===== config.mk =====
export PLATFORM = sky130hd
export DESIGN_NAME = bicsr_top
export DESIGN_NICKNAME = d
export VERILOG_FILES = /design/src/rtl/bicsr_pkg.sv /design/src/rtl/bicsr_ctrl_reg.sv /design/src/rtl/bicsr_status_cap.sv /design/src/rtl/bicsr_decode.sv /design/src/rtl/bicsr_top.sv
export SDC_FILE = /design/constraint.sdc
export NUM_CORES = 1
export LEC_CHECK = 0
export BUFFER_PORTS_ARGS = -buffer_cell sky130_fd_sc_hd__buf_2
export CELL_PAD_IN_SITES_DETAIL_PLACEMENT = 0
export CELL_PAD_IN_SITES_GLOBAL_PLACEMENT = 1
export CORE_MARGIN = 2
export CORE_UTILIZATION = 26
export DETAILED_ROUTE_END_ITERATION = 8
export PLACE_DENSITY_LB_ADDON = 0.08
export SYNTH_ARGS = -nofsm -noshare
export SYNTH_HDL_FRONTEND = slang
export SYNTH_SLANG_ARGS = --single-unit

===== constraint.sdc =====
create_clock -name clk -period 1.45 [get_ports clk]
set_input_delay 0.2175 -clock clk [delete_from_list [all_inputs] [get_ports clk]]
set_output_delay 0.2175 -clock clk [all_outputs]
set_load 0.05 [all_outputs]

===== src/rtl/bicsr_pkg.sv =====
package bicsr_pkg;
  localparam int CTRL_W = 11;
  localparam int STAT_W = 5;
  // control bit positions (decoded by neighbours, so fixed)
  localparam int B_SYSCTL = 0;
  localparam int B_BLK    = 2;
  localparam int B_NARROW = 3;
  localparam int B_BOUNCE = 4;
  localparam int B_RDONLY = 5;
  localparam int B_MSTDIS = 6;
  localparam int B_TMO0   = 8;
  localparam int B_TMO1   = 9;
  localparam int B_FAIR   = 10;
  // status flag index within the status field
  localparam int S_WRERR = 0;
  localparam int S_TMO   = 1;
  localparam int S_ACK0  = 2;
  localparam int S_ACK1  = 3;
  localparam int S_ERR   = 4;

  typedef struct packed {
    logic bus_err;
    logic ack1_n;
    logic ack0_n;
    logic tmo;
    logic wr_err;
  } evt_t;
endpackage


===== src/rtl/bicsr_ctrl_reg.sv =====
module bicsr_ctrl_reg
  import bicsr_pkg::*;
#(
  parameter int W = CTRL_W
) (
  input  logic         clk,
  input  logic         rst_n,
  input  logic [W-1:0] strap,
  input  logic         wr_en,
  input  logic [W-1:0] wdata,
  output logic [W-1:0] ctrl
);
  for (genvar i = 0; i < W; i++) begin : g_bit
    always_ff @(posedge clk) begin
      if (!rst_n)     ctrl[i] <= strap[i];
      else if (wr_en) ctrl[i] <= wdata[i];
    end
  end
endmodule


===== src/rtl/bicsr_status_cap.sv =====
module bicsr_status_cap
  import bicsr_pkg::*;
(
  input  logic              clk,
  input  logic              rst_n,
  input  logic              rd_set,
  input  evt_t              evt,
  output logic [STAT_W-1:0] stat
);
  logic [STAT_W-1:0] base, nxt;

  always_comb begin
    base = rd_set ? '1 : stat;
    nxt  = base;
    if (evt.wr_err)  nxt[S_WRERR] = 1'b0;
    if (evt.tmo)     nxt[S_TMO]   = 1'b0;
    if (evt.bus_err) begin
      nxt[S_ERR]  = 1'b0;
      nxt[S_ACK0] = evt.ack0_n;
      nxt[S_ACK1] = evt.ack1_n;
    end
  end

  always_ff @(posedge clk) begin
    if (!rst_n) stat <= '1;
    else        stat <= nxt;
  end
endmodule


===== src/rtl/bicsr_decode.sv =====
module bicsr_decode
  import bicsr_pkg::*;
(
  input  logic [CTRL_W-1:0] ctrl,
  input  logic              slave_only,
  output logic              sysctl_en,
  output logic              blk_xfer,
  output logic              narrow_cpu,
  output logic              bounce_en,
  output logic              rd_only,
  output logic              master_en,
  output logic [1:0]        tmo_sel,
  output logic              tmo_off,
  output logic              fair_en
);
  logic unused_spare;
  assign unused_spare = ^{ctrl[1], ctrl[7]};

  always_comb begin
    sysctl_en  = ~ctrl[B_SYSCTL];
    blk_xfer   = ~ctrl[B_BLK];
    narrow_cpu = ~ctrl[B_NARROW];
    bounce_en  =  ctrl[B_BOUNCE];
    rd_only    = ~ctrl[B_RDONLY];
    master_en  = ~ctrl[B_MSTDIS] & ~slave_only;
    tmo_sel    = {ctrl[B_TMO1], ctrl[B_TMO0]};
    tmo_off    = ctrl[B_TMO1] & ctrl[B_TMO0];
    fair_en    = ~ctrl[B_FAIR];
  end
endmodule


===== src/rtl/bicsr_top.sv =====
module bicsr_top
  import bicsr_pkg::*;
#(
  parameter int DATA_W = CTRL_W + STAT_W
) (
  input  logic              clk,
  input  logic              rst_n,
  input  logic [CTRL_W-1:0] strap_i,
  input  logic              cs_i,
  input  logic              we_i,
  input  logic [DATA_W-1:0] wdata_i,
  output logic [DATA_W-1:0] rdata_o,
  input  logic              bus_err_n_i,
  input  logic              ack0_n_i,
  input  logic              ack1_n_i,
  input  logic              tmo_expired_i,
  input  logic              bus_wr_try_i,
  input  logic              slave_only_i,
  output logic              sysctl_en_o,
  output logic              blk_xfer_o,
  output logic              narrow_cpu_o,
  output logic              bounce_en_o,
  output logic              rd_only_o,
  output logic              master_en_o,
  output logic [1:0]        tmo_sel_o,
  output logic              tmo_off_o,
  output logic              fair_en_o
);
  localparam int HI_W = DATA_W - CTRL_W;

  logic [CTRL_W-1:0] ctrl;
  logic [STAT_W-1:0] stat;
  logic              wr_en, rd_set;
  evt_t              evt;
  logic [HI_W-1:0]   unused_hi;

  assign unused_hi = wdata_i[DATA_W-1:CTRL_W];
  assign wr_en     = cs_i & we_i;
  assign rd_set    = cs_i & ~we_i;

  always_comb begin
    evt.wr_err  = bus_wr_try_i & ~ctrl[B_RDONLY];
    evt.tmo     = tmo_expired_i;
    evt.bus_err = ~bus_err_n_i;
    evt.ack0_n  = ack0_n_i;
    evt.ack1_n  = ack1_n_i;
  end

  bicsr_ctrl_reg #(.W(CTRL_W)) u_ctrl (
    .clk(clk), .rst_n(rst_n), .strap(strap_i),
    .wr_en(wr_en), .wdata(wdata_i[CTRL_W-1:0]), .ctrl(ctrl)
  );

  bicsr_status_cap u_stat (
    .clk(clk), .rst_n(rst_n), .rd_set(rd_set), .evt(evt), .stat(stat)
  );

  bicsr_decode u_dec (
    .ctrl(ctrl), .slave_only(slave_only_i),
    .sysctl_en(sysctl_en_o), .blk_xfer(blk_xfer_o), .narrow_cpu(narrow_cpu_o),
    .bounce_en(bounce_en_o), .rd_only(rd_only_o), .master_en(master_en_o),
    .tmo_sel(tmo_sel_o), .tmo_off(tmo_off_o), .fair_en(fair_en_o)
  );

  assign rdata_o = {stat, ctrl};
endmodule


# Word level (Yosys, flattened, before mapping)
# Index checks and enable logic that the tools add are counted.
# totals
ff_bits	16
latchBits	0
ram_bits	0
romBits	0
inputBits	37
output_inout_bits	26
wordCells	57
memories	0
# classes
add_sub_neg	0
multipliers	0
div	0
n_lt_le_gt_ge	0
n_eq_ne	2
shifts	0
muxes	26
bitwise_logic	13
n_reduce_logical	2
# op_table
op	count
$mux 1	24
$not 1->1	8
$and 1x1->1	5
$mux 5	1
$ne 2x1->1 const B	2
$reduce_bool 2->1	2
$mux 3	1

# Logic depth before layout (Yosys ltp)
# logic_depth
depth_word	4
mapped_depth	3

# Cells and area by module
# From an unflattened synthesis, not the netlist that was laid out.
# hier_totals
cells_unflattened	55
area_unflattened_um2	742.0
# by_module_without_submodules
module	instances	cells_per_inst	area_per_inst_um2	seq_area_each_um2
bicsr_ctrl_reg	1	24	505.5	330.3
bicsr_status_cap	1	17	158.9	100.1
bicsr_decode	1	10	51.3	0.0
bicsr_top	1	4	26.3	0.0

# Least setup slack after synthesis
# No wires, ideal clock.
# synth_timing
kind	register to output
start	register u_ctrl.ctrl[6]
end	output master_en_o
t_arrival_ns	1.329
required_ns	1.233
slack_ns	-0.096
path_stages_with_launch	2
n_path_buf	0
cell_sequence	edfxtp_1 -> nor2_1
# synth_between
elab_chain_len	2
# synth_lines
element	line_no	source
start, declared	bicsr_ctrl_reg.sv:11	output logic [W-1:0] ctrl
start signal, assigned by index	bicsr_ctrl_reg.sv:15	if (!rst_n) ctrl[i] <= strap[i];
start signal, assigned by index	bicsr_ctrl_reg.sv:16	else if (wr_en) ctrl[i] <= wdata[i];
$not 1->1	bicsr_decode.sv:25	master_en = ~ctrl[B_MSTDIS] & ~slave_only;
$and 1x1->1	bicsr_decode.sv:25	
end, declared	bicsr_top.sv:24	output logic master_en_o,
# Every way passes these cells.

# Worst setup path after layout
# layout_timing
start	register u_ctrl.ctrl[9]
end	output tmo_off_o
# layout_between
elab_chain_len	1
# layout_lines
element	line_no	source
$and 1x1->1	bicsr_decode.sv:27	tmo_off = ctrl[B_TMO1] & ctrl[B_TMO0];
end, declared	bicsr_top.sv:26	output logic tmo_off_o,
# Every way passes these cells.

==> metrics <==
Final Cell Area 1040 um2; post-synth top area cell edfxtp_1; Die Wd 56.8 um; via density per instance 4.20; Tmin final 1.24 ns; Worst EP arrival 1.02 ns; Fmax achieved 0.805 GHz; Post-route DRC 0; first drt pass iteration count 2; cts bufs inserted 3; via count 601; Setup Buffers After CTS 0; Area contributors post-synth edfxtp_1, dfxtp_1, mux2_2; peak fanout along the critical path 3; share of layout cells above drive strength 1 0.661; Clk pwr share 0.188; cells after synthesis 54; clk_skew 0.00484 ns; Int Power 0.000767 W; I/O pin count 63; Seq pwr share 0.445; Routed Antenna Nets 0; mean area per synthesized cell 13.4 um2; routed len/inst 9.65 um; Clock H-tree levels 1; area of placed instances 1020 um2; Initial DRC Count 9; Logic pwr share 0.366; Starting Density 0.267; CTS tree yes; outcome completed; Fin. Hold Viols 0; post-cts sizing count 0; DP Wirelength 1080 um; first-pass GRT wire length 2210 um; Rows 19; vias in the first global route 530; root buffer cell clkbuf_4; largest net degree at the start of global routing 18; area fraction of the dominant cell type after synthesis 0.456; Mapped Nets 91; Hold Crit Class in2reg; leakage 0.517 nW; Port-buffer cells 57; ant diodes 0; # hold bufs at CTS 0; DP Worst Slack 0.230 ns; Max clock buf depth 2; Final nets 150; Net Sw Frac 0.386; total track usage 0.0888; maxcap violations 0; core area 2710 um2; #FFs+latches synth 16; final wirelength 1380 um; Max Slew Vio Count 0; worst hold slack 0.129 ns; Worst-Margin Slew 0.373 ns; yosys warns 0; startpoint types flop; Layout Area Growth over Synthesis 44.0%; Mapped Area 724 um2; initial antenna violation count 0; final worst path period share 0.856; Rel. slew slack 0.751; Setup CP Type reg2out; grt ovf 0; Synth cell types 15; die area 3220 um2; power density over the cells 1200 nW/um2; Die H 56.8 um; Clock transition at path regs 0.08 ns; final setup fails 0; clk sinks 16; clk_lat worst skew 0.28 ns; RSZ-0062 raised after global routing false; kind of end point of the critical path output pin; GP Congestion 0.555; VDD IR max 514 uV; worst endpoint required time 1.23 ns; Setup TNS Final 0 ns; sequential area share after synthesis 0.594; Sw Pwr 0.000482 W; post-route setup slack 0.208 ns
==> power by group through the flow <==
stage	clock (W)	combinational, W	sequential [W]
after floorplan	0	0.000197	0.000730
after global routing	0.000275	0.000479	0.000563
after CTS	0.000258	0.000463	0.000558
after global placement	0	0.000462	0.000567
final	0.000235	0.000458	0.000556
after detailed placement	0	0.000463	0.000568
==> state kept, by name, indices dropped and copies added (netlist names) <==
register,count
u_ctrl.ctrl,11
u_stat.stat,5
==> routing by layer <==
layer,global-route usage,vias up,wire length (um)
met5,0,-,0
met4,0.0498,0,10
met3,0.0230,2,142
met2,0.150,31,681
met1,0.101,267,546
li1,-,301,-
==> cells in the mapped netlist <==
cell type,count
nand2_1,4
o2bb2ai_1,1
nor2_1,4
dfxtp_1,5
edfxtp_1,11
mux2_2,7
buf_6,1
nor3b_1,2
o21ai_0,4
and2_1,1
buf_4,3
inv_1,5
mux2_4,4
and2b_1,1
buf_8,1
==> logic make-up after synthesis <==
group,after synthesis,share of synthesized area
multiplexers,11,0.192
buffers and inverters,10,0.0933
AND/OR/NAND/NOR,12,0.0812
AO/OA/AOI/OAI,5,0.0397
flip-flops,16,0.594
==> metrics by stage <==
stage / total power [W] / utilization / cells
finish: 0.00125 / 0.385 / 143
global route: 0.00132 / 0.385 / 143
CTS: 0.00128 / 0.385 / 143
detailed placement: 0.00103 / 0.375 / 139
global placement: 0.00103 / 0.375 / 139
floorplan: 0.000927 / - / 54
==> worst max-delay path, stage by stage, from the launching register on <==
cell	delay, ns
edfxtp_1	0.39
and2_1	0.16
buf_2	0.20
==> area by class of cell <==
cell class | instances | area (um2)
Fill cell | 299 | 1670
Clock buffer | 4 | 26.3
Sequential cell | 16 | 430
Tap cell | 31 | 38.8
Timing Repair Buffer | 59 | 300
Multi-Input combinational cell | 28 | 229
Inverter | 5 | 18.8
==> layout by cell type, fill, tap and decap left out, drive strengths merged <==
cell and instances:
edfxtp 11, nor2 4, nor3b 2, and2 1, and2b 1, dfxtp 5
nand2 4, buf 59, clkbuf 4, mux2 11, o2bb2ai 1, o21ai 4
inv 5
==> worst paths after layout <==
check	from	endpoint	slack, ns	depth (start not counted)
max	u_ctrl.ctrl[9]	tmo_off_o	0.21	2
min	tmo_expired_i	u_stat.stat[1]	0.13	2
max reg2reg	u_ctrl.ctrl[5]	u_stat.stat[0]	0.69	3
min reg2reg	u_stat.stat[0]	u_stat.stat[0]	0.47	2
(Power assumes the default switching activity.)
